## src/rtl/curs_pkg.sv

```systemverilog
package curs_pkg;
    typedef enum logic [1:0] {
        ST_IDLE,
        ST_FILL,
        ST_LOAD,
        ST_ARM
    } curs_state_e;

    // Red/blue channel exchange: byte 0 <-> byte 2
    function automatic logic [31:0] chan_swap(input logic [31:0] d);
        return {d[31:24], d[7:0], d[15:8], d[23:16]};
    endfunction
endpackage

```

## src/rtl/curs_clip.sv

```systemverilog
module curs_clip #(
    parameter int CW = 16,
    parameter int DW = 7,
    parameter int OW = 24
) (
    input  logic [CW-1:0] pos_x,
    input  logic [CW-1:0] pos_y,
    input  logic [DW-1:0] dim_w,
    input  logic [DW-1:0] dim_h,
    input  logic [CW-1:0] act_w,
    input  logic [CW-1:0] act_h,
    input  logic          ilace,
    output logic [CW-1:0] scr_x,
    output logic [CW-1:0] scr_y,
    output logic [DW-1:0] vis_w,
    output logic [DW-1:0] vis_h,
    output logic [OW-1:0] fetch_off,
    output logic [DW:0]   stride
);
    for (genvar a = 0; a < 2; a++) begin : g_axis
        localparam bit IS_Y = (a == 1);
        logic [CW-1:0] pos, act, scr, scr_o;
        logic [DW-1:0] dim, vis, vis_o;
        logic [CW:0]   off, dim_e, pos_e, act_e;

        assign pos   = IS_Y ? pos_y : pos_x;
        assign act   = IS_Y ? act_h : act_w;
        assign dim   = IS_Y ? dim_h : dim_w;
        assign dim_e = (CW+1)'(dim);
        assign pos_e = {1'b0, pos};
        assign act_e = {1'b0, act};

        always_comb begin
            off = '0;
            scr = pos;
            vis = dim;
            if (pos[CW-1]) begin
                off = (CW+1)'(0) - {pos[CW-1], pos};
                scr = '0;
                vis = (off >= dim_e) ? '0 : DW'(dim_e - off);
            end else if ((pos_e + dim_e) > act_e) begin
                vis = (act_e > pos_e) ? DW'(act - pos) : '0;
            end
        end

        assign scr_o = (IS_Y && ilace) ? {1'b0, scr[CW-1:1]} : scr;
        assign vis_o = (IS_Y && ilace) ? {1'b0, vis[DW-1:1]} : vis;
    end

    assign scr_x     = g_axis[0].scr_o;
    assign scr_y     = g_axis[1].scr_o;
    assign vis_w     = g_axis[0].vis_o;
    assign vis_h     = g_axis[1].vis_o;
    assign stride    = ilace ? {dim_w, 1'b0} : {1'b0, dim_w};
    assign fetch_off = OW'(g_axis[1].off) * OW'(stride) + OW'(g_axis[0].off);
endmodule

```

## src/rtl/curs_addr_step.sv

```systemverilog
module curs_addr_step #(
    parameter int          AW        = 16,
    parameter logic [15:0] RAM2_BASE = 16'h8000,
    parameter logic [15:0] BANK_SKIP = 16'h0F00,
    parameter logic [15:0] BANK_MASK = 16'h30FF
) (
    input  logic [AW-1:0] cur,
    output logic [AW-1:0] nxt
);
    logic [AW-1:0] inc, skip;

    always_comb begin
        inc  = cur + AW'(1);
        skip = (inc[7:0] == 8'h00) ? inc + AW'(BANK_SKIP) : inc;
        nxt  = ((skip & AW'(BANK_MASK)) == '0) ? AW'(RAM2_BASE) : skip;
    end
endmodule

```

## src/rtl/curs_clip_loader.sv

```systemverilog
module curs_clip_loader
    import curs_pkg::*;
#(
    parameter int          CW         = 16,
    parameter int          DW         = 7,
    parameter int          OW         = 24,
    parameter int          AW         = 16,
    parameter int          MAX_DIM    = 64,
    parameter int          HALF_DIM   = 32,
    parameter int          TRAN_WORDS = 256,
    parameter logic [15:0] RAM1_BASE  = 16'h0000,
    parameter logic [15:0] RAM2_BASE  = 16'h8000,
    parameter logic [15:0] TRAN_BASE  = 16'h4000,
    parameter logic [31:0] TRAN_FILL  = 32'h5555_5555
) (
    input  logic          clk,
    input  logic          rst_n,
    input  logic          req_valid,
    input  logic          req_reload,
    input  logic          req_bmp_ok,
    input  logic [CW-1:0] req_x,
    input  logic [CW-1:0] req_y,
    input  logic [DW-1:0] req_w,
    input  logic [DW-1:0] req_h,
    input  logic [CW-1:0] act_w,
    input  logic [CW-1:0] act_h,
    input  logic          ilace,
    input  logic          sram_cold,
    output logic          req_rejected,
    input  logic          pix_valid,
    input  logic [31:0]   pix_data,
    output logic          pix_ready,
    output logic          sram_we,
    output logic [AW-1:0] sram_addr,
    output logic [31:0]   sram_wdata,
    output logic [OW-1:0] fetch_off,
    output logic [DW:0]   fetch_stride,
    input  logic          frame_done,
    output logic          busy,
    output logic          live_en,
    output logic [2*CW-1:0] live_pos,
    output logic [2*CW-1:0] live_size
);
    localparam int PW  = 2 * CW;
    localparam int LW  = 2 * DW;
    localparam int FCW = $clog2(TRAN_WORDS);

    curs_state_e   state, state_nx;
    logic [CW-1:0] scr_x, scr_y;
    logic [DW-1:0] vis_w, vis_h;
    logic [OW-1:0] clip_off;
    logic [DW:0]   clip_stride;
    logic [AW-1:0] load_addr, addr_nx;
    logic [FCW-1:0] fill_cnt;
    logic [LW-1:0] words_left;
    logic [PW-1:0] pend_pos, pend_size, hw_pos, hw_size, new_pos, new_size;
    logic          armed;
    logic          accept, too_big, rej, hide, go, size_chg, need_load;

    curs_clip #(.CW(CW), .DW(DW), .OW(OW)) clip_i (
        .pos_x(req_x), .pos_y(req_y), .dim_w(req_w), .dim_h(req_h),
        .act_w(act_w), .act_h(act_h), .ilace(ilace),
        .scr_x(scr_x), .scr_y(scr_y), .vis_w(vis_w), .vis_h(vis_h),
        .fetch_off(clip_off), .stride(clip_stride)
    );

    curs_addr_step #(.AW(AW), .RAM2_BASE(RAM2_BASE)) step_i (
        .cur(load_addr), .nxt(addr_nx)
    );

    // Request decode
    always_comb begin
        accept    = req_valid && (state == ST_IDLE);
        too_big   = (req_w > DW'(MAX_DIM)) || (req_h > DW'(MAX_DIM)) ||
                    ((req_w > DW'(HALF_DIM)) && (req_h > DW'(HALF_DIM)));
        rej       = req_bmp_ok && (req_w != '0) && (req_h != '0) && too_big;
        hide      = !req_bmp_ok || (vis_w == '0) || (vis_h == '0);
        go        = accept && !rej && !hide;
        new_pos   = {scr_y, scr_x};
        new_size  = {CW'(vis_h), CW'(vis_w)};
        size_chg  = (new_size != hw_size);
        need_load = req_reload || sram_cold || size_chg;
    end

    // State register
    always_ff @(posedge clk or negedge rst_n) begin
        if (!rst_n) state <= ST_IDLE;
        else        state <= state_nx;
    end

    // Next state
    always_comb begin
        state_nx = state;
        unique case (state)
            ST_IDLE: if (go) state_nx = need_load ? (sram_cold ? ST_FILL : ST_LOAD) : ST_ARM;
            ST_FILL: if (fill_cnt == FCW'(TRAN_WORDS - 1)) state_nx = ST_LOAD;
            ST_LOAD: if (pix_valid && (words_left == LW'(1))) state_nx = ST_ARM;
            ST_ARM:  state_nx = ST_IDLE;
            default: state_nx = ST_IDLE;
        endcase
    end

    // Outputs from state
    always_comb begin
        pix_ready  = 1'b0;
        sram_we    = 1'b0;
        sram_addr  = load_addr;
        sram_wdata = chan_swap(pix_data);
        busy       = 1'b0;
        unique case (state)
            ST_FILL: begin
                busy       = 1'b1;
                sram_we    = 1'b1;
                sram_addr  = AW'(TRAN_BASE) + AW'(fill_cnt);
                sram_wdata = TRAN_FILL;
            end
            ST_LOAD: begin
                busy      = 1'b1;
                pix_ready = 1'b1;
                sram_we   = pix_valid;
            end
            default: ;
        endcase
    end

    // Datapath, shadow and live registers
    always_ff @(posedge clk or negedge rst_n) begin
        if (!rst_n) begin
            req_rejected <= 1'b0;
            live_en      <= 1'b0;
            live_pos     <= '0;
            live_size    <= '0;
            armed        <= 1'b0;
            hw_pos       <= '0;
            hw_size      <= '0;
            pend_pos     <= '0;
            pend_size    <= '0;
            fetch_off    <= '0;
            fetch_stride <= '0;
            words_left   <= '0;
            fill_cnt     <= '0;
            load_addr    <= AW'(RAM1_BASE);
        end else begin
            req_rejected <= accept && rej;
            if (frame_done && armed) begin
                live_pos  <= hw_pos;
                live_size <= hw_size;
                live_en   <= 1'b1;
                armed     <= 1'b0;
            end
            if (accept && !rej && hide) begin
                live_en <= 1'b0;
                armed   <= 1'b0;
            end
            if (go) begin
                pend_pos     <= new_pos;
                pend_size    <= new_size;
                fetch_off    <= clip_off;
                fetch_stride <= clip_stride;
                words_left   <= LW'(vis_w) * LW'(vis_h);
                load_addr    <= AW'(RAM1_BASE);
                fill_cnt     <= '0;
                if (size_chg) begin
                    live_en <= 1'b0;
                    armed   <= 1'b0;
                end
            end
            if (state == ST_FILL) fill_cnt <= fill_cnt + FCW'(1);
            if ((state == ST_LOAD) && pix_valid) begin
                words_left <= words_left - LW'(1);
                load_addr  <= addr_nx;
            end
            if (state == ST_ARM) begin
                hw_pos  <= pend_pos;
                hw_size <= pend_size;
                armed   <= 1'b1;
            end
        end
    end
endmodule

```

## config.mk

```make
export PLATFORM = sky130hd
export DESIGN_NAME = curs_clip_loader
export DESIGN_NICKNAME = d
export VERILOG_FILES = /design/src/rtl/curs_pkg.sv /design/src/rtl/curs_clip.sv /design/src/rtl/curs_addr_step.sv /design/src/rtl/curs_clip_loader.sv
export SDC_FILE = /design/constraint.sdc
export NUM_CORES = 1
export LEC_CHECK = 0
export ABC_AREA = 1
export BUFFER_PORTS_ARGS = -buffer_cell sky130_fd_sc_hd__buf_2
export CAP_MARGIN = 5
export CORE_MARGIN = 1
export CORE_UTILIZATION = 40
export DETAILED_ROUTE_END_ITERATION = 12
export PLACE_DENSITY_LB_ADDON = 0.12
export SETUP_SLACK_MARGIN = 0.5
export SYNTH_ARGS = -nofsm -noshare
export SYNTH_HDL_FRONTEND = slang
export SYNTH_SLANG_ARGS = --single-unit
```

## constraint.sdc

```tcl
create_clock -name clk -period 2.9 [get_ports clk]
set_clock_uncertainty 0.05 [all_clocks]
set_input_delay 0.58 -clock clk [delete_from_list [all_inputs] [get_ports clk]]
set_output_delay 0.58 -clock clk [all_outputs]
set_load 0.03 [all_outputs]
```

Word-level counts from Yosys, hierarchy flattened. Cells that the tools add are included.

Input bits: 119. Word-level logic and storage cells: 125. Output and inout port bits: 149. Flip-flop bits (word level): 213.

Reduce and logical (&&, ||, !) cells: 32. $mul: 2. Add/subtract/negate cells: 14. Equality and inequality tests: 9. Magnitude comparators: 10. Multiplexer cells: 43.

Operators by type and width (number): 16-bit 2-to-1 mux (7); 7-bit 2-to-1 mux (9); 16-bit by 7-bit adder with 17-bit output (2); 17-bit by 7-bit >= comparator with 1-bit output (2); 17-bit by 16-bit > comparator with 1-bit output (2); 17-bit 2-to-1 mux (2); 1-bit by 16-bit subtractor with 17-bit output (first input constant) (2); 16-bit > comparator (2); 32-bit 2-to-1 mux (1); 14-bit 2-to-1 mux (2); 7-bit subtractor (4); 24-bit by 17-bit adder with 24-bit output (1); 17-bit by 8-bit multiplier with 24-bit output (1); 8-bit 2-to-1 mux (3); 15-bit by 8-bit adder with 16-bit output (first input constant) (1); 16-bit by 1-bit adder with 16-bit output (second input constant) (1); 16-bit by 12-bit adder with 16-bit output (second input constant) (1); 16-bit zero test (1); 15-bit 2-to-1 mux (1); 14-bit by 1-bit == test with 1-bit output (second input constant) (1); 7-bit by 6-bit > comparator with 1-bit output (second input constant) (2); 7-bit > comparator (second input constant) (2); 7-bit zero test (2); 7-bit by 7-bit multiplier with 14-bit output (1); 20 further kinds (57).

Logic depth before layout (Yosys ltp). Gate-level depths: netlist of the first run.

Depth in word-level cells: 12. Depth in mapped cells: 55. Depth with buffers taken out: 55.

Hierarchy. From an unflattened synthesis of the first run, not the netlist that was laid out.

Cell total of the unflattened synthesis: 3039. Area total of the unflattened synthesis: 21941.0 um^2.

By module, submodules not included: curs_clip_loader (seq. area each 5330.1 um^2, area each 11319.6 um^2, times used 1, cells an instance 1427); curs_clip (seq. area each 0.0 um^2, area each 9868.2 um^2, times used 1, cells an instance 1474); curs_addr_step (seq. area each 0.0 um^2, area each 753.2 um^2, times used 1, cells an instance 138).

Worst setup path after synthesis of the first run. No wires, ideal clock.

Path kind: input to register. From: input port req_y[2]. To: register words_left[13]. Stages: 48. Data arrival time: 7.633 ns. Setup slack: -4.899 ns. Data required time: 2.733 ns. Buffers on the path: 0. Library setup time: 0.117 ns. Path through: ha_1 > nand3_1 > nand2_1 > a21oi_1 > inv_1 > a21oi_1 > o21ai_0 > nand3_1 > nor3_1 > nand3_1 > nor2_1 > xor2_1 > inv_1 > ha_1 > nand4_1 > nor4_1 > nand3_2 > nand2_2 > (+12 left out) > fa_1 > inv_1 > ha_1 > inv_1 > o21ai_0 > nand2_1 > nand2_1 > a21oi_1 > nor2_1 > nor2_1 > o21bai_1 > nand2_1 > nand2_1 > a21oi_1 > o21ai_0 > nand2_1 > nand2_1 > nand2_1.

Cells in the longest elaborated chain, start to end: 10. Elaborated cells between the ends (all ways): 20. Those cells by class: add/sub: 4; mul: 1; order compare: 3; mux: 7; reduce/logical: 5.

Ends and longest elaborated chain: start: declaration (line curs_clip_loader.sv:22) `input logic [CW-1:0] req_y,`; 16-bit by 7-bit adder with 17-bit output, or another cell as far along (line curs_clip.sv:41) `end else if ((pos_e + dim_e) > act_e) begin`; 17-bit by 16-bit > comparator with 1-bit output, or another cell as far along (line curs_clip.sv:41); 7-bit 2-to-1 mux, on equally long branches (line curs_clip.sv:41, curs_clip.sv:40); 7-bit 2-to-1 mux * (line curs_clip.sv:37) `if (pos[CW-1]) begin`; 7-bit 2-to-1 mux * (line curs_clip.sv:47) `assign vis_o = (IS_Y && ilace) ? {1'b0, vis[DW-1:1]} : vis;`; parallel branches: the longest is 5 deep, another holds 7-bit by 7-bit multiplier with 14-bit output; end signal: assignment (line curs_clip_loader.sv:160) `words_left <= LW'(vis_w) * LW'(vis_h);`; end signal: assignment (line curs_clip_loader.sv:170) `words_left <= words_left - LW'(1);`; end: declaration (line curs_clip_loader.sv:55) `logic [LW-1:0] words_left;`.

Every way passes the cells marked *. The select of a mux whose other input is x is not followed. A chain may end at the register's enable or synchronous reset.

Final worst setup path of the first run.
From: input port req_w[2]. To: register words_left[12].

Cells in the longest elaborated chain, start to end: 10. Elaborated cells between the ends (all ways): 27. Those cells by class: add/sub: 2; mul: 1; order compare: 4; mux: 5; reduce/logical: 15.

Ends and longest elaborated chain: start: declaration (line curs_clip_loader.sv:23) `input logic [DW-1:0] req_w,`; parallel branches: the longest is 10 deep, another holds 16-bit by 7-bit adder with 17-bit output.

Parallel ways; which one is timed is not known. The select of a mux whose other input is x is not followed.

==> run summary, run 1 <==
Setup violations remaining at the end of the flow were counted as 118. The die span in y is 231.1 um. In the global route stage, met2 resource usage came out at 46.54%. The first-pass GRT wire length is 116400 um. The flow ran to the end, but the final reports show violations. At the pin with the least slew margin, the transition time is 671.1 ps. The post-layout worst setup margin is -4030 ps. The final setup TNS came out at -250450 ps. The number of placement rows came out at 83. The number of fill cells in the layout came out at 4705. The HPWL after detailed placement came out at 58830 um. The number of nets still failing antenna checks after routing came out at 0. The total number of yosys warnings came out at 0. Across the run, the number of max-cap violations was 0.

The via density per instance came out at 4.990. Cells with a size suffix above 1 make up 33.36% of the layout. The total global routing track utilization came out at 27.47%. The highest clock rate came out at 144.3 MHz. In this run the critical register-to-register path is captured at load_addr[1]$_DFFE_PN0P_. The number of I/O pins is 268.

The net switching component of the power came out at 8.514 mW. IR analysis of the VDD net gives a maximum drop of 0.4309 mV. The number of instances in the synthesized netlist is 2846. The number of cells on the worst hold path is 3. The max-slew violation count came out at 0.

Setup repair after global routing could not meet its margin everywhere. Net switching is 44.72% of the power. The share of synthesized flip-flops with an asynchronous set or reset is 100.0%. The register share of total power is 24.7%. Among all flip-flop cells after synthesis, the most frequent one is sky130_fd_sc_hd__dfrtp_1. The repair_antennas step left the layout with diodes totalling 0. The detailed-router iteration count before antenna repair is 6. The tightest hold path in the finished design has a slack of 254.8 ps. The met3 capacity usage during global routing is 2.953%. The number of hold violations in the final report came out at 0. In this run the most critical hold path is launched from req_valid. Along the worst path, the maximum fanout reaches 8.

The clock insertion delay at the later pin of the skew report came out at 580 ps. The relative max-transition margin is 54.69%. The top cell types in the final layout, fill and taps aside, are sky130_fd_sc_hd__nand2_1 (640), sky130_fd_sc_hd__buf_4 (540), sky130_fd_sc_hd__inv_1 (437). The largest delay contributor family on the critical path is adder cells. Once layout is complete, the utilization of the core stands at 58.23%. The portion of total power attributed to the clock network is 18.8%. The number of enable-type register cells in the synthesized netlist is 0. The pin count of the biggest net entering global routing came out at 61. The post-synthesis instance area is 20990 um2. STA classifies the critical path endpoint as a flip-flop.

The global routing stage identified its most utilized layer as met2. The proportion of power drawn by combinational gates came out at 56.5%. The worst hold endpoint is req_rejected$_DFF_PN0_. The routed length per instance is 17.13 um. The number of global-route vias before repair is 21910.

The number of cells on the worst reg-to-reg path is 15. The worst endpoint data arrival time came out at 7380 ps. The final design instance area without fill is 30050 um2. The worst setup path is launched from an input pin. The internal power of the cells is 10.52 mW. Routability-driven placement finished with a final weighted congestion of 0.9519. The tightest min-delay check is of the input pin to flip-flop type. The number of flip-flops and latches in the synthesized netlist came out at 207.

The biggest cell delay along the critical path is 530 ps. The start-to-end type of the worst setup path is input pin to flip-flop. The total placed instance area is 27110 um2. CTS saw 207 sinks. The number of clock buffers inserted by TritonCTS is 27. The maximum buffer depth of the clock tree came out at 3.

Of the available clock period, the critical path in the final layout requires 239.0%. The DRC violations left came out at 0. The checks that failed: negative setup slack.

The die boundary width came out at 231.1 um. The core region is 51610 um2. The final net count is 4063. The root buffer cell chosen for the clock tree is sky130_fd_sc_hd__clkbuf_16. The source of the worst register-to-register timing path is load_addr[2]$_DFFE_PN0P_. Counting stages on the worst path, the most repeated cell is sky130_fd_sc_hd__nand2_1. The number of buffer and inverter instances along the worst setup path is 9.

The starting utilization of the core area is 40.67%. The total overflow left after global routing is 0. The distinct cell type count of the synthesized netlist is 53. The slowest stage cell on the critical path is sky130_fd_sc_hd__fa_1. The number of antenna violations at the first check in global routing was 0. The area added between synthesis and finish came out at 43.17%.

For this run, global-route usage on met1 was measured as 37.25%. The slack of the worst reg-to-reg path came out at -300 ps. The vias after detailed routing came out at 21520. The starting DRC count in detailed routing came out at 1276. Summed over all cells, the static leakage comes to 15.88 nW. The share of the Yosys chip area taken by registers is 24.68%.

The routed design has 73900 um of wire. The routed design could run at a clock period as short as 6930 ps. The power density of the placed cells came out at 633.5 nW/um2. The average instance in the mapped netlist occupies 7.375 um2. The die covers 53400 um2. The CTS tree is built. After clock tree synthesis, the clock-pin slew on the worst setup and hold paths is 60 ps. The quantity of I/O buffers inserted on ports came out at 247. The required time of the critical path came out at 3350 ps. The library cell used most frequently in the layout, excluding fill and tap cells, is sky130_fd_sc_hd__nand2_1.

The count of H-tree levels built during CTS came out at 1.
[layer usage]
metal	wire length (um)	part of all wire [%]
met1	33500	45
met2	35280	48
met3	3111	4.2
met4	2005	2.7
met5	0	0
[stage by stage]
stage                     instances  setup slack, ps  total power, mW
after detailed placement       4192            -5038            14.42
final                          4313            -4030            19.04
after CTS                      4289            -3991            18.60
after global routing           4313            -4577            20.46
after floorplan                2865            -4241            10.92
after global placement         4192            -4919            14.25
[power by group through the flow]
stage	Combinational, mW	Clock [mW]	Sequential [mW]
after CTS	10.3	3.66	4.68
after detailed placement	9.72	0	4.70
final	10.8	3.57	4.71
after global routing	11.8	3.78	4.85
after floorplan	5.54	0	5.38
after global placement	9.57	0	4.68
[cell type report]
cell class	instances	area (um2)	area share [%]
timing repair buffer	817	6150	20.46
sequential	207	5180	17.24
clock buffer	37	773.2	2.573
tap	680	850.8	2.831
timing repair inverter	1	6.256	0.02082
multi-input combinational	2087	15140	50.37
inverter	472	1799	5.987
clock inverter	12	156.4	0.5204
[registers in the layout (all words and copies together), names as in the netlist]
register	count
armed	1
fetch_off	24
fetch_stride	8
fill_cnt	8
hw_pos	30
hw_size	14
live_en	1
live_pos	30
live_size	14
load_addr	16
pend_pos	30
pend_size	14
req_rejected	1
state	2
words_left	14
[synthesized netlist by cell type, types with 6 or more instances]
cell / number / area share [%]
sky130_fd_sc_hd__o31ai_1: 18 / 0.64
sky130_fd_sc_hd__o21ai_0: 179 / 4.3
sky130_fd_sc_hd__a31oi_1: 11 / 0.33
sky130_fd_sc_hd__o22ai_1: 13 / 0.39
sky130_fd_sc_hd__nor2_1: 247 / 4.4
sky130_fd_sc_hd__nor2_2: 7 / 0.21
sky130_fd_sc_hd__nor4_1: 8 / 0.24
sky130_fd_sc_hd__o31ai_2: 11 / 0.66
sky130_fd_sc_hd__xor2_1: 60 / 2.5
sky130_fd_sc_hd__ha_1: 195 / 12
sky130_fd_sc_hd__a21o_1: 6 / 0.21
sky130_fd_sc_hd__inv_1: 456 / 8.2
sky130_fd_sc_hd__buf_2: 8 / 0.19
sky130_fd_sc_hd__nand3_1: 136 / 3.2
sky130_fd_sc_hd__clkbuf_1: 56 / 1.0
sky130_fd_sc_hd__xnor2_1: 35 / 1.5
sky130_fd_sc_hd__a21oi_1: 118 / 2.8
sky130_fd_sc_hd__o211ai_1: 6 / 0.21
sky130_fd_sc_hd__inv_2: 13 / 0.23
sky130_fd_sc_hd__buf_4: 29 / 1.0
sky130_fd_sc_hd__dfrtp_1: 207 / 25
sky130_fd_sc_hd__nand3b_1: 6 / 0.21
sky130_fd_sc_hd__o21ai_1: 30 / 0.72
sky130_fd_sc_hd__nand4_1: 34 / 1.0
sky130_fd_sc_hd__o21bai_1: 8 / 0.29
sky130_fd_sc_hd__fa_1: 136 / 13
sky130_fd_sc_hd__nand2_1: 704 / 13
sky130_fd_sc_hd__nor3_1: 23 / 0.55
sky130_fd_sc_hd__or2_2: 25 / 0.75
sky130_fd_sc_hd__nand2_2: 14 / 0.42
[worst min-delay path, stage by stage]
cell and delay (ps):
sky130_fd_sc_hd__buf_2 120, sky130_fd_sc_hd__nand2_1 70, sky130_fd_sc_hd__nor2_1 60
[what timing repair did]
action | CTS | global route
endpoints found under the hold margin | 49 | 0
gates resized for setup | 171 | 109
gates cloned | 3 | 14
buffers inserted | 44 | 10
hold buffers | 1 | 0
setup endpoints to repair | 166 | 167
pin swaps | 70 | 32
[cell families after synthesis]
logic type,count (synthesis),share of synthesized area (%)
AOI/OAI and AO/OA,416,11.15
xor gates and xnor gates,95,3.964
adders and majority gates,331,24.59
buffers and inverters,572,10.94
DFF,207,24.68
other,1,0.01787
and+or+nand+nor,1224,24.66
[how the worst max path moves through the flow]
stage	startpoint	endpoint	slack [ps]	cells after the start
3_5_place_dp	req_y[1]	words_left[13]$_DFFE_PN0P_	-5040	49
4_1_cts	req_y[2]	words_left[12]$_DFFE_PN0P_	-3990	53
6_report	req_w[2]	words_left[12]$_DFFE_PN0P_	-4030	52
3_3_place_gp	req_y[1]	words_left[13]$_DFFE_PN0P_	-4920	49
2_1_floorplan	req_y[2]	words_left[12]$_DFFE_PN0P_	-4240	49
5_1_grt	req_y[1]	words_left[13]$_DFFE_PN0P_	-4580	51
Note: power is estimated with default switching activity, not from simulation.
==> inputs of run 2 (changes only) <==
--- a/config.mk
+++ b/config.mk
@@ -15,4 +15,5 @@
 export SETUP_SLACK_MARGIN = 0.5
 export SYNTH_ARGS = -nofsm -noshare
 export SYNTH_HDL_FRONTEND = slang
+export SYNTH_HIERARCHICAL = 1
 export SYNTH_SLANG_ARGS = --single-unit
==> run summary, run 2 <==
The number of I/O pins is 268 (unchanged). The worst hold path class is input pin to flip-flop (unchanged). The endpoint type of the worst setup path is a flip-flop (unchanged). The number of fill cells in the layout was 5300 (was 4705). The share of the synthesized area in the top cell type came out at 24.29% (was 24.68%).

Leading post-synthesis cells by instance count: sky130_fd_sc_hd__nand2_1 (720), sky130_fd_sc_hd__inv_1 (556), sky130_fd_sc_hd__nor2_1 (268) (was sky130_fd_sc_hd__nand2_1 (704), sky130_fd_sc_hd__inv_1 (456), sky130_fd_sc_hd__nor2_1 (247)). The number of global-route vias before repair is 21860 (was 21910). The pin count of the biggest net entering global routing was 89 (was 61). The biggest area consumer among synthesized cells is sky130_fd_sc_hd__dfrtp_1 (unchanged).

The post-synthesis instance area came to 21940 um2 (was 20990 um2). The post-route minimum period came out at 6341 ps (was 6930 ps). The register area share after synthesis came to 24.29% (was 24.68%).

The final routed wirelength across all metal layers came out at 68390 um (was 73900 um). The highest clock rate is 157.7 MHz (was 144.3 MHz). The biggest cell delay along the critical path is 540 ps (was 530 ps).

The power density of the placed cells is 636.5 nW/um2 (was 633.5 nW/um2). The total of endpoints with negative setup slack in the final report is 120 (was 118). The clock-pin transition on the worst setup and hold timing paths is 60 ps (about the same). The post-layout worst setup margin is -3441 ps (was -4030 ps). The area added between synthesis and finish is 34.76% (was 43.17%).

The maximum buffer depth of the clock tree is 3 (unchanged). The fraction of layout instances using a drive strength above 1 is 30.38% (was 33.36%). The synthesized area per cell is 7.220 um2 (was 7.375 um2). The worst endpoint data arrival time came out at 6750 ps (was 7380 ps). The HPWL after detailed placement came out at 57240 um (was 58830 um). The number of cells on the worst hold path was 4 (was 3). The starting utilization of the core area came out at 40.61% (was 40.67%). The relative max-transition margin came out at 56.18% (was 54.69%). The worst hold endpoint was armed$_DFF_PN0_ (was req_rejected$_DFF_PN0_).

The number of sinks handled by clock tree synthesis came out at 213 (was 207). The max-capacitance violation count came out at 0 (unchanged). The worst min-delay path startpoint is frame_done (was req_valid). The total die area is 55790 um2 (was 53400 um2).

The total number of yosys warnings came to 6 (was 0). The multi-input logic area came out at 14890 um2 (was 15140 um2). The maximum fanout count along the critical path is 8 (unchanged).

The static leakage came to 16.01 nW (was 15.88 nW). The number of antenna violations at the first check in global routing is 2 (was 0). The post-route fraction of the period consumed by the critical path is 218.7% (was 239.0%). The DRC violations left is 0 (unchanged). The quantity of I/O buffers inserted on ports is 249 (was 247). Violations in the final reports: negative setup slack (unchanged). The max-slew violation count came out at 0 (unchanged). The number of enable-type register cells in the synthesized netlist is 0 (unchanged). The starting DRC count in detailed routing is 1109 (was 1276). The peak ir drop on the vdd network is 0.3966 mV (was 0.4309 mV). The remaining global-route overflow is 0 (unchanged). The required time of the critical path was 3300 ps (was 3350 ps).

Unrepaired setup endpoints after global routing: yes (unchanged). The cell at the root of the clock tree is sky130_fd_sc_hd__clkbuf_16 (unchanged). Biggest area contributors in the synthesized netlist: sky130_fd_sc_hd__dfrtp_1 (24%), sky130_fd_sc_hd__fa_1 (12%), sky130_fd_sc_hd__nand2_1 (12%) (was sky130_fd_sc_hd__dfrtp_1 (25%), sky130_fd_sc_hd__fa_1 (13%), sky130_fd_sc_hd__nand2_1 (13%)). The number of flip-flops and latches in the synthesized netlist came to 213 (was 207). The reg-to-reg endpoint is load_addr[10]$_DFFE_PN0P_ (was load_addr[1]$_DFFE_PN0P_). Top Registers: hw_pos: 32 flops, live_pos: 32 flops, pend_pos: 32 flops (was hw_pos: 30 flops, live_pos: 30 flops, pend_pos: 30 flops). The count of H-tree levels built during CTS came to 1 (unchanged). The leading register cell type out of synthesis is sky130_fd_sc_hd__dfrtp_1 (unchanged). The share of synthesized flip-flops with an asynchronous set or reset is 100.0% (unchanged).

The final weighted congestion of routability-driven global placement is 0.9510 (was 0.9519). The core footprint came out at 54030 um2 (was 51610 um2). The cell with the most instances after synthesis is sky130_fd_sc_hd__nand2_1 (unchanged). The antenna diode count is 0 (unchanged). The source of the worst register-to-register timing path was load_addr[0]$_DFFE_PN0P_ (was load_addr[2]$_DFFE_PN0P_). The CTS tree is built (unchanged).

Commonest non-fill, non-tap cells in the layout: sky130_fd_sc_hd__nand2_1 (664), sky130_fd_sc_hd__inv_1 (534), sky130_fd_sc_hd__buf_4 (489) (was sky130_fd_sc_hd__nand2_1 (640), sky130_fd_sc_hd__buf_4 (540), sky130_fd_sc_hd__inv_1 (437)). The worst hold margin came to 256.3 ps (was 254.8 ps). The footprint of the flip-flops and latches is 5330 um2 (was 5180 um2). The cell count of the worst reg-to-reg path came to 14 (was 15).

The routed length per instance came out at 15.37 um (was 17.13 um). The first-pass GRT wire length came out at 111100 um (was 116400 um). The total global routing track utilization came to 24.67% (was 27.47%). The slack of the worst reg-to-reg path came out at 740 ps (was -300 ps). The number of instances in the synthesized netlist is 3039 (was 2846). The most common library cell in the layout ignoring fill and taps was sky130_fd_sc_hd__nand2_1 (unchanged). The number of nets still failing antenna checks after routing is 0 (unchanged). Run status: complete, but fails checks (unchanged). The start-to-end type of the worst setup path was input pin to flip-flop (unchanged).

The overall power after layout is 18.82 mW (was 19.04 mW). The most numerous cell on the critical path is sky130_fd_sc_hd__nand2_1 (unchanged). The number of placement rows is 85 (was 83). The die span in y came to 236.2 um (was 231.1 um). The number of hold violations in the final report is 0 (unchanged). The slowest stage cell on the critical path was sky130_fd_sc_hd__fa_1 (unchanged). The via density per instance came to 4.847 (was 4.990). The distinct cell type count of the synthesized netlist is 58 (was 53). The clock insertion delay at the later pin of the skew report came out at 570 ps (was 580 ps). The number of clock buffers inserted by TritonCTS was 27 (unchanged). The critical path startpoint category is an input pin (unchanged). The detailed-router iteration count before antenna repair is 5 (was 6). The pin slew with the least headroom to its limit came out at 657.2 ps (was 671.1 ps). The vias after detailed routing is 21570 (was 21520). The final net count is 4182 (was 4063). The die boundary width is 236.2 um (was 231.1 um).
==> run 2: what timing repair did <==
| action | CTS | global route |
|---|---|---|
| endpoints found under the hold margin | 47 | 0 |
| setup buffers | 11 | 9 |
| gates cloned | 0 | 1 |
| gates resized for setup | 73 | 72 |
| hold buffers | 1 | 0 |
| pin swaps | 55 | 33 |
| setup endpoints to repair | 169 | 169 |
==> run 2: final cells by class <==
| type | count | area share, % |
|---|---|---|
| Sequential cell | 213 | 18.03 |
| Clock inverter | 6 | 0.1862 |
| Inverter | 599 | 7.816 |
| Timing Repair Buffer | 759 | 18.09 |
| Clock buffer | 42 | 2.577 |
| Multi-Input combinational cell | 2134 | 50.36 |
| Tap cell | 696 | 2.945 |
==> run 2: power by group <==
group	switching (mW)	internal, mW
Combinational	6.59	4.23
Sequential	0.730	4.10
Clock	1.36	1.81
==> run 2: through the flow <==
stage	std cells	TNS, ps	cell area [um2]	utilization (%)	worst slack (ps)
detailed placement	4379	-315570	28030	51.88	-4322
finish	4449	-226530	29570	54.73	-3441
floorplan	3057	-186750	22810	-	-3601
CTS	4439	-217890	29210	54.06	-3385
global route	4449	-259380	29570	54.73	-3806
global placement	4379	-307350	28030	51.88	-4263
==> run 2: layer usage <==
metal | part of all wire (%) | up-vias | track usage, %
li1 | - | 10800 | -
met1 | 45 | 10290 | 31.90
met2 | 49 | 385 | 43.35
met3 | 3.9 | 92 | 2.949
met4 | 2.5 | 4 | 6.533
met5 | 0.034 | - | 0
==> run 2: worst max path at each step <==
| stage | depth (start not counted) | slack, ps | to | startpoint |
|---|---|---|---|---|
| 3_5_place_dp | 47 | -4320 | words_left[12]$_DFFE_PN0P_ | req_h[2] |
| 6_report | 48 | -3440 | words_left[11]$_DFFE_PN0P_ | req_h[2] |
| 4_1_cts | 48 | -3390 | words_left[11]$_DFFE_PN0P_ | req_y[2] |
| 2_1_floorplan | 48 | -3600 | words_left[11]$_DFFE_PN0P_ | req_y[0] |
| 5_1_grt | 52 | -3810 | words_left[13]$_DFFE_PN0P_ | req_y[3] |
| 3_3_place_gp | 47 | -4260 | words_left[13]$_DFFE_PN0P_ | req_h[2] |
==> run 2: kinds of logic after synthesis <==
family / after synthesis / synth area share, %
flip-flops: 213 / 24.29
AO/OA/AOI/OAI: 427 / 10.34
buffers and inverters: 710 / 13.10
adder cells (fa/ha/maj): 329 / 23.41
XOR/XNOR: 81 / 3.319
AND/OR/NAND/NOR: 1277 / 25.50
other: 2 / 0.03423
==> run 2: critical path, delay by kind of cell <==
family | cells | cell delay, ps
simple gates | 29 | 2200
fa+ha+maj | 7 | 2910
compound gates | 6 | 730
buf+inv | 6 | 320
==> inputs of run 3 (changes only) <==
--- a/config.mk
+++ b/config.mk
@@ -12,6 +12,7 @@
 export CORE_UTILIZATION = 40
 export DETAILED_ROUTE_END_ITERATION = 12
 export PLACE_DENSITY_LB_ADDON = 0.12
+export RECOVER_POWER = 50
 export SETUP_SLACK_MARGIN = 0.5
 export SYNTH_ARGS = -nofsm -noshare
 export SYNTH_HDL_FRONTEND = slang
==> run summary, run 3 (synthesized netlist as in run 2, its figures left out) <==
The start-to-end type of the worst setup path is input pin to flip-flop (unchanged). The total of endpoints with negative setup slack in the final report was 120 (unchanged). The die span in y is 236.2 um (unchanged).

The post-layout worst setup margin is -3447 ps (was -3441 ps). The worst hold path class is input pin to flip-flop (unchanged). The cell count of the worst reg-to-reg path came to 14 (unchanged). The max-slew violation count came out at 76 (was 0).

The static leakage came out at 16.00 nW (was 16.01 nW). The final weighted congestion of routability-driven global placement is 0.9510 (unchanged). The via density per instance came out at 4.840 (was 4.847). The vias after detailed routing is 21530 (was 21570).

The CTS tree is built (unchanged). The total global routing track utilization was 24.67% (unchanged). The slowest stage cell on the critical path is sky130_fd_sc_hd__fa_1 (unchanged). The footprint of the flip-flops and latches is 5330 um2 (unchanged). The number of I/O pins came out at 268 (unchanged). The worst min-delay path startpoint is frame_done (unchanged). Top Registers: hw_pos: 32 flops, live_pos: 32 flops, pend_pos: 32 flops (unchanged). The number of fill cells in the layout was 5311 (was 5300). The final setup TNS came out at -225920 ps (was -226530 ps). The pin slew with the least headroom to its limit came out at 2088 ps (was 657.2 ps).

The HPWL after detailed placement is 57240 um (unchanged). The worst hold endpoint is armed$_DFF_PN0_ (unchanged). The core footprint came to 54030 um2 (unchanged). The peak ir drop on the vdd network is 0.3976 mV (was 0.3966 mV).

The clock-pin transition on the worst setup and hold timing paths is 60 ps (about the same). The maximum fanout count along the critical path is 8 (unchanged). The most numerous cell on the critical path was sky130_fd_sc_hd__nand2_1 (unchanged). The clock insertion delay at the later pin of the skew report is 570 ps (about the same).

The final routed wirelength across all metal layers came out at 68420 um (was 68390 um). The post-route minimum period came to 6347 ps (was 6341 ps). The starting DRC count in detailed routing was 1077 (was 1109). The detailed-router iteration count before antenna repair is 5 (unchanged). The cell at the root of the clock tree was sky130_fd_sc_hd__clkbuf_16 (unchanged).

The total die area is 55790 um2 (unchanged). Commonest non-fill, non-tap cells in the layout: sky130_fd_sc_hd__nand2_1 (665), sky130_fd_sc_hd__inv_1 (534), sky130_fd_sc_hd__buf_4 (483) (was sky130_fd_sc_hd__nand2_1 (664), sky130_fd_sc_hd__inv_1 (534), sky130_fd_sc_hd__buf_4 (489)). The total placed instance area came out at 28030 um2 (unchanged). Unrepaired setup endpoints after global routing: yes (unchanged).

The remaining global-route overflow came out at 0 (unchanged). Violations in the final reports: max-capacitance violations, max-slew violations, negative setup slack (was negative setup slack). The reg-to-reg endpoint is load_addr[10]$_DFFE_PN0P_ (unchanged). The relative max-transition margin is -39.20% (was 56.18%). The number of hold violations in the final report came to 0 (unchanged).

Run status: complete, but fails checks (unchanged). The maximum buffer depth of the clock tree came out at 3 (unchanged). The multi-input logic area came to 14890 um2 (about the same). The worst endpoint data arrival time came to 6750 ps (about the same). The starting utilization of the core area came out at 40.61% (unchanged). The final design instance area without fill is 29520 um2 (was 29570 um2). The post-route fraction of the period consumed by the critical path is 218.9% (was 218.7%). The worst slack at placement is -4322 ps (unchanged). The biggest cell delay along the critical path was 540 ps (about the same).

The number of cells on the worst hold path is 4 (unchanged). The critical path startpoint category was an input pin (unchanged). The required time of the critical path came out at 3300 ps (about the same).

The slack of the worst reg-to-reg path was 740 ps (about the same). The highest clock rate is 157.5 MHz (was 157.7 MHz). The number of antenna violations at the first check in global routing is 2 (unchanged). The pin count of the biggest net entering global routing is 89 (unchanged). The routed length per instance came to 15.38 um (was 15.37 um). The endpoint type of the worst setup path is a flip-flop (unchanged). The max-capacitance violation count is 1 (was 0). The count of H-tree levels built during CTS was 1 (unchanged).

The antenna diode count came out at 0 (unchanged). The number of clock buffers inserted by TritonCTS came out at 27 (unchanged). The number of sinks handled by clock tree synthesis is 213 (unchanged). The number of global-route vias before repair came out at 21860 (unchanged). The quantity of I/O buffers inserted on ports is 249 (unchanged). The source of the worst register-to-register timing path is load_addr[0]$_DFFE_PN0P_ (unchanged). The DRC violations left came out at 0 (unchanged). The number of placement rows came out at 85 (unchanged).

The fraction of layout instances using a drive strength above 1 came out at 30.32% (was 30.38%). The first-pass GRT wire length is 111100 um (unchanged). The final cell utilization of the core came out at 54.65% (was 54.73%). The number of nets still failing antenna checks after routing was 0 (unchanged). The die boundary width came out at 236.2 um (unchanged). The most common library cell in the layout ignoring fill and taps was sky130_fd_sc_hd__nand2_1 (unchanged). The area added between synthesis and finish is 34.56% (was 34.76%).

The final net count came out at 4182 (unchanged). The power density of the placed cells is 637.0 nW/um2 (was 636.5 nW/um2).
run 3: changes by cell type in the layout (fill, tap and decap cells not counted), sizes merged:
cell    delta
buf        -8
clkbuf     +8
run 3: final cells by class:
type	count	area share, %
clock buffers	42	2.581
clock inverters	6	0.1865
inverters	599	7.828
multi-input cells	2134	50.42
flip-flops and latches	213	18.05
well taps	696	2.950
repair buffers	759	17.98
run 3: report_power, final:
group	leakage, nW	internal (mW)	switching [mW]	total [mW]
clock	0.401	1.81	1.36	3.17
combinational	12.8	4.22	6.59	10.8
sequential	2.82	4.10	0.728	4.83
run 3: critical path: cells and delay by family:
| family | cells | cell delay, ps |
|---|---|---|
| AOI/OAI and AO/OA | 6 | 730 |
| adders and majority gates | 7 | 2910 |
| buffers and inverters | 6 | 320 |
| and+or+nand+nor | 29 | 2190 |
run 3: per-stage QoR:
stage	cells	total power, mW	hold WS, ps
5_1_grt	4449	20.36	254.2
3_3_place_gp	4379	15.26	411.3
6_report	4449	18.81	245.2
4_1_cts	4439	18.89	223.7
2_1_floorplan	3057	11.90	234.4
3_5_place_dp	4379	15.48	418.3
run 3: worst max path at each step:
stage                     startpoint                    endpoint  slack, ps  cells past startpoint
after floorplan             req_y[0]  words_left[11]$_DFFE_PN0P_      -3600                     48
final                       req_h[2]  words_left[11]$_DFFE_PN0P_      -3450                     48
after global placement      req_h[2]  words_left[13]$_DFFE_PN0P_      -4260                     47
after global routing        req_y[3]  words_left[13]$_DFFE_PN0P_      -3810                     52
after CTS                   req_y[2]  words_left[11]$_DFFE_PN0P_      -3390                     48
after detailed placement    req_h[2]  words_left[12]$_DFFE_PN0P_      -4320                     47
run 3: what timing repair did:
action | in CTS | in global routing
resized for setup | 73 | 72
pin swaps | 55 | 33
hold endpoints to repair | 47 | 0
gates cloned | 0 | 1
endpoints found under the setup margin | 169 | 169
hold buffers | 1 | 0
buffers inserted | 11 | 9
run 3: metal layers:
layer | GRT usage (%) | vias up | wire length [um]
met5 | 0 | - | 23
met4 | 6.533 | 4 | 1729
met3 | 2.949 | 92 | 2579
met2 | 43.35 | 378 | 33500
met1 | 31.90 | 10270 | 30590
li1 | - | 10790 | -
